### config.mk
export PLATFORM = sky130hd
export DESIGN_NAME = async_wr_seq
export DESIGN_NICKNAME = d
export VERILOG_FILES = /design/src/rtl/async_wr_pkg.sv /design/src/rtl/awseq_sync.sv /design/src/rtl/awseq_timer.sv /design/src/rtl/async_wr_seq.sv
export SDC_FILE = /design/constraint.sdc
export NUM_CORES = 1
export LEC_CHECK = 0
export BUFFER_PORTS_ARGS = -buffer_cell sky130_fd_sc_hd__buf_2
export CAP_MARGIN = 0
export CORE_ASPECT_RATIO = 1.1
export CORE_MARGIN = 1
export CORE_UTILIZATION = 50
export CTS_CLUSTER_SIZE = 12
export DETAILED_ROUTE_END_ITERATION = 10
export GPL_ROUTABILITY_DRIVEN = 0
export GPL_TIMING_DRIVEN = 0
export HOLD_SLACK_MARGIN = 0.15
export MAX_ROUTING_LAYER = met4
export PLACE_DENSITY_LB_ADDON = 0.3
export SYNTH_ARGS = -nofsm -noshare
export SYNTH_HDL_FRONTEND = slang
export SYNTH_HIERARCHICAL = 1
export SYNTH_SLANG_ARGS = --single-unit
### constraint.sdc
create_clock -name clk -period 2.3 [get_ports clk]
set_input_delay 0.115 -clock clk [delete_from_list [all_inputs] [get_ports clk]]
set_output_delay 0.115 -clock clk [all_outputs]
set_load 0.03 [all_outputs]
### src/rtl/async_wr_pkg.sv
package async_wr_pkg;

  typedef enum logic [2:0] {
    PH_IDLE   = 3'd0,
    PH_SETUP  = 3'd1,
    PH_STROBE = 3'd2,
    PH_HOLD   = 3'd3,
    PH_RECOV  = 3'd4
  } phase_t;

  // Strobe-low ticks before the first acknowledge sample.
  function automatic int strobe_ticks(int waits, int tpb);
    return tpb - 2 + waits * tpb;
  endfunction

  // Ticks address/select/data remain driven after the strobe rises.
  function automatic int hold_ticks(bit hold, int tpb);
    return 1 + (hold ? tpb : 0);
  endfunction

  // Ticks between end of hold and readiness for the next strobe.
  function automatic int recov_ticks(bit idle, int tpb);
    return 1 + (idle ? tpb : 0);
  endfunction

endpackage

### src/rtl/awseq_sync.sv
module awseq_sync #(
  parameter int STAGES = 2
) (
  input  logic clk,
  input  logic rst_n,
  input  logic d,
  output logic q
);
  logic [STAGES-1:0] chain;

  generate
    if (STAGES == 1) begin : g_one
      always_ff @(posedge clk or negedge rst_n)
        if (!rst_n) chain <= '0;
        else        chain <= d;
    end else begin : g_many
      always_ff @(posedge clk or negedge rst_n)
        if (!rst_n) chain <= '0;
        else        chain <= {chain[STAGES-2:0], d};
    end
  endgenerate

  assign q = chain[STAGES-1];
endmodule

### src/rtl/awseq_timer.sv
module awseq_timer #(
  parameter int CW = 8
) (
  input  logic          clk,
  input  logic          rst_n,
  input  logic          load,
  input  logic [CW-1:0] load_val,
  output logic          expired
);
  logic [CW-1:0] count;

  always_ff @(posedge clk or negedge rst_n)
    if (!rst_n)              count <= '0;
    else if (load)           count <= load_val;
    else if (count != '0)    count <= count - 1'b1;

  assign expired = (count == '0);
endmodule

### src/rtl/async_wr_seq.sv
module async_wr_seq
  import async_wr_pkg::*;
#(
  parameter int AW         = 16,
  parameter int DW         = 16,
  parameter int NBANK      = 4,
  parameter int BSW        = (NBANK > 1) ? $clog2(NBANK) : 1,
  parameter int WW         = 3,
  parameter int CC_PER_BUS = 2
) (
  input  logic             clk,
  input  logic             rst_n,
  input  logic             req,
  input  logic [AW-1:0]    req_addr,
  input  logic [DW-1:0]    req_data,
  input  logic [BSW-1:0]   req_bank,
  output logic             busy,
  output logic             done,
  input  logic [WW-1:0]    cfg_wait,
  input  logic             cfg_hold,
  input  logic             cfg_idle,
  input  logic             ack,
  output logic [AW-1:0]    bus_addr,
  output logic [NBANK-1:0] bus_cs_n,
  output logic             bus_wr_n,
  output logic [DW-1:0]    bus_data,
  output logic             bus_data_oe,
  output logic             bus_next_ok
);
  localparam int TPB = 4 * CC_PER_BUS;
  localparam int CW  = $clog2(((1 << WW) + 1) * TPB + 1);

  phase_t          phase, phase_d;
  logic [AW-1:0]   addr_q;
  logic [DW-1:0]   data_q;
  logic [BSW-1:0]  bank_q;
  logic [WW-1:0]   wait_q;
  logic            hold_q, idle_q;
  logic            ack_s;
  logic            load;
  logic [CW-1:0]   load_val;
  logic            expired;

  // Named internal events, used by the assertions.
  logic accept, strobe_end, ack_stretch, addr_phase;

  awseq_sync #(.STAGES(2)) u_sync (
    .clk(clk), .rst_n(rst_n), .d(ack), .q(ack_s)
  );

  awseq_timer #(.CW(CW)) u_timer (
    .clk(clk), .rst_n(rst_n), .load(load), .load_val(load_val), .expired(expired)
  );

  assign accept      = (phase == PH_IDLE) && req;
  assign strobe_end  = (phase == PH_STROBE) && expired;
  assign ack_stretch = strobe_end && (wait_q != '0) && !ack_s;

  always_comb begin
    phase_d  = phase;
    load     = 1'b0;
    load_val = '0;
    unique case (phase)
      PH_IDLE: if (req) begin
        phase_d = PH_SETUP;
        load    = 1'b1;
      end
      PH_SETUP: if (expired) begin
        phase_d  = PH_STROBE;
        load     = 1'b1;
        load_val = CW'(strobe_ticks(int'(wait_q), TPB) - 1);
      end
      PH_STROBE: if (expired) begin
        load = 1'b1;
        if (ack_stretch) begin
          load_val = CW'(TPB - 1);
        end else begin
          phase_d  = PH_HOLD;
          load_val = CW'(hold_ticks(hold_q, TPB) - 1);
        end
      end
      PH_HOLD: if (expired) begin
        phase_d  = PH_RECOV;
        load     = 1'b1;
        load_val = CW'(recov_ticks(idle_q, TPB) - 1);
      end
      PH_RECOV: if (expired) phase_d = PH_IDLE;
      default: phase_d = PH_IDLE;
    endcase
  end

  always_ff @(posedge clk or negedge rst_n)
    if (!rst_n) phase <= PH_IDLE;
    else        phase <= phase_d;

  always_ff @(posedge clk or negedge rst_n)
    if (!rst_n) begin
      addr_q <= '0; data_q <= '0; bank_q <= '0;
      wait_q <= '0; hold_q <= 1'b0; idle_q <= 1'b0;
    end else if (accept) begin
      addr_q <= req_addr; data_q <= req_data; bank_q <= req_bank;
      wait_q <= cfg_wait; hold_q <= cfg_hold; idle_q <= cfg_idle;
    end

  assign addr_phase  = (phase == PH_SETUP) || (phase == PH_STROBE) || (phase == PH_HOLD);
  assign bus_wr_n    = (phase != PH_STROBE);
  assign bus_data_oe = (phase == PH_STROBE) || (phase == PH_HOLD);
  assign bus_addr    = addr_phase ? addr_q : '0;
  assign bus_data    = bus_data_oe ? data_q : '0;
  assign bus_next_ok = (phase == PH_IDLE);
  assign busy        = (phase != PH_IDLE);
  assign done        = (phase == PH_HOLD) && expired;

  genvar b;
  generate
    for (b = 0; b < NBANK; b++) begin : g_cs
      assign bus_cs_n[b] = !(addr_phase && (bank_q == BSW'(b)));
    end
  endgenerate

  // ---------------- assertions ----------------
  p_reset_idle_r1: assert property (@(posedge clk) disable iff (!rst_n)
    $rose(rst_n) |-> bus_wr_n && !bus_data_oe && bus_next_ok);

  p_ack_ignored_r3: assert property (@(posedge clk) disable iff (!rst_n)
    (strobe_end && wait_q == '0) |=> (phase == PH_HOLD) && bus_wr_n);

  p_ack_stretch_r4: assert property (@(posedge clk) disable iff (!rst_n)
    ack_stretch |=> !bus_wr_n);

  p_one_cs_r5: assert property (@(posedge clk) disable iff (!rst_n)
    $onehot0(~bus_cs_n));

  p_setup_r5: assert property (@(posedge clk) disable iff (!rst_n)
    $fell(bus_wr_n) |-> (bus_cs_n != '1) && $stable(bus_cs_n) && $stable(bus_addr));

  p_oe_strobe_r6: assert property (@(posedge clk) disable iff (!rst_n)
    !bus_wr_n |-> bus_data_oe);

  p_data_stable_r6: assert property (@(posedge clk) disable iff (!rst_n)
    (bus_data_oe && $past(bus_data_oe)) |-> $stable(bus_data));

  p_hold_r7: assert property (@(posedge clk) disable iff (!rst_n)
    $rose(bus_wr_n) |-> (bus_cs_n != '1) && bus_data_oe);

  p_quiet_r8: assert property (@(posedge clk) disable iff (!rst_n)
    bus_next_ok |-> bus_wr_n && !bus_data_oe && (bus_cs_n == '1));

  p_done_gap_r9: assert property (@(posedge clk) disable iff (!rst_n)
    done |=> !bus_next_ok && !bus_data_oe);

endmodule

==> reports/metrics.cfg <==
[pwr]
power_density_nw_per_um2 = 1330
p_switching_w = 0.001945
p_seq_share_pct = 33.6
p_int_w = 0.002738
total_power_w = 0.004683
p_sw_share_pct = 41.53
pwr-share-comb_pct = 50.7
pwr-share-clk_pct = 15.7
leakage_nw = 1.664
ir_worst_vdd_uv = 925.9

[yosys]
synth_top_area_share_pct = 51.72
ys_seq_elements = 51
synth_top_cell_by_area = dfrtp_1
synthCells = 205
synth_edf_count = 0
synth_warnings = 6
syn_nets = 250
yosysUniqueCellTypes = 41
postSynth.asyncResetShare_pct = 100.0
synth_ff_type = dfrtp_1
synth-seq-area-share_pct = 51.72
syn_area_per_cell_um2 = 12.04
post_synth_main_area_contributors = dfrtp_1, mux2_2, and2_1, mux2_1, buf_6
netlist_area_um2 = 2467

[finish]
final_common_cell = buf_2
antennaDiodeCount = 0
final_cell_mix = buf_2, dfrtp_1, dlygate4sd3_1
stdcell_count = 395
area_delta_synth_final_pct = 42.75
fill_cells = 317
multiInputGateArea_um2 = 1100
seq_area_um2 = 1276
finalNetCount = 383
final_area_um2 = 3522
post-route-util_pct = 75.19
drive_gt1_share_pct = 40.12

[route]
vias = 2028
vias_per_cell = 5.134
ant_nets = 0
drt_pass1_iterations = 4
wire_per_inst_um = 15.35
drtIter0Drc = 117
drc = 0
routed_wl_mm = 6.063

[global_routing]
grt_pass1_vias = 1992
grt_first_pass_wirelength_mm = 9.549
grtUsageTotal_pct = 26.53
antenna_found_initial = 0
overflow = 0
grt_max_degree = 52

[hold_path]
hold_class = in -> reg
holdPathStages = 5

[worst_setup_path]
worstPathRequired_ps = 2180
reg2reg_slack_ps = 230
worstSetupPathType = reg -> out
start_kind = flop
path_max_fanout = 7
critPathArrivalTime_ps = 2140
endpoint_kind = output port
reg2regPathDepth = 7

[die]
std_cell_rows = 26
core_region_area_um2 = 4684
io_pins = 84
die_height_um = 75.68
start_util_pct = 52.67
die_area_um2 = 5220
dieWidth_um = 68.98

[sta]
tightest_slew_ps = 1114
slew_headroom_pct = 25.76
final_hold_viol_count = 0
finalCriticalPeriod_ps = 2252
fin_crit_sh_pct = 97.90
slew_violations = 0
tns_ps = 0
max_freq_ghz = 0.4441
skew_ps = 4.906
rsz0062_at_grt = yes
setup_viol = 0

[place]
post_dp_cell_area_um2 = 2953
portBuffers = 83
placed_cells = 344
hpwlAfterDp_mm = 3.534

[clock_tree]
htreeDepth = 2
cts-root-buf = clkbuf_8
cts_made_buffers = 5
worstSkewPairLatency_ps = 300
max-clock-path-buffers = 2
cts_tree = built
cts_num_sinks = 51
path_clk_slew_ps = 90

[status]
outcome = finished clean

[run]
cap_violations = 0

logic make-up after synthesis:
group,Yosys count,synth area share [%]
and+or+nand+nor,69,17.95
DFF,51,51.72
muxes,39,17.75
AOI/OAI and AO/OA,22,6.238
buffers and inverters,18,4.107
xor gates and xnor gates,3,1.065
adders and majority gates,2,1.014
other,1,0.1520
cell usage after synthesis, types with 2 or more instances:
cell,n
o31ai_1,4
nor3_1,2
nor3b_1,3
nor2_1,6
or4_1,2
nand2_1,7
buf_6,4
mux2_1,10
xnor2_1,2
inv_1,6
nand3b_1,3
buf_2,3
mux2_2,28
nor2b_1,4
a21oi_1,2
and2_1,32
a21o_1,2
clkbuf_1,5
o21ai_0,4
a31oi_1,2
dfrtp_1,51
nand2b_1,3
ha_1,2
sequential cells by signal, indices dropped and copies added (netlist names):
register	count
addr_q	16
bank_q	2
data_q	16
hold_q	1
idle_q	1
phase	3
u_sync/chain	2
u_timer/count	7
wait_q	3
power by group through the flow:
stage | clock network [W] | logic [W] | registers, W
2_1_floorplan | 0 | 0.00174 | 0.00151
3_3_place_gp | 0 | 0.00222 | 0.00156
3_5_place_dp | 0 | 0.00226 | 0.00158
4_1_cts | 0.000740 | 0.00234 | 0.00157
5_1_grt | 0.000776 | 0.00255 | 0.00163
6_report | 0.000736 | 0.00238 | 0.00157
metrics by stage:
step           setup WS, ps  hold slack [ps]
2_1_floorplan         296.1           -180.6
3_3_place_gp         -24.93            223.8
3_5_place_dp        -0.9286            233.3
4_1_cts               60.91            314.9
5_1_grt              -33.20            341.7
6_report              48.37            334.4
critical path: stages (launching register included):
cell,delay [ps]
dfrtp_1,440
or4_4,600
nor2_4,190
nor2b_2,200
and3_1,190
buf_2,210
metal layers:
metal	GRT usage, %	vias to the layer above	part of all wire, %
li1	-	971	-
met1	31.15	969	41
met2	43.04	71	52
met3	5.988	17	4.8
met4	12.24	0	2.6
met5	-	-	0
path summary, 6_finish.rpt:
check / end / from
min in group asynchronous: addr_q[2] / rst_n
max reg2reg: u_timer/count[0] / u_timer/count[3]
max: done / u_timer/count[3]
min reg2reg: u_sync/chain[1] / u_sync/chain[0]
min: hold_q / req
max in group asynchronous: data_q[2] / rst_n
final cells by class:
cell class | count | area share [%]
Tap cell | 56 | 1.989
Clock inverter | 2 | 1.705
Clock buffer | 6 | 2.060
Inverter | 6 | 0.6394
Sequential cell | 51 | 36.23
Timing Repair Buffer | 126 | 23.87
Buffer | 12 | 2.274
Multi-Input combinational cell | 136 | 31.23
repair_timing:
item	in CTS	in global routing
resized for setup	2	3
hold buffers	41	0
hold endpoints to repair	91	0
pin swaps	0	2
buffers inserted	0	2
endpoints found under the setup margin	3	7
(Power assumes the default switching activity.)
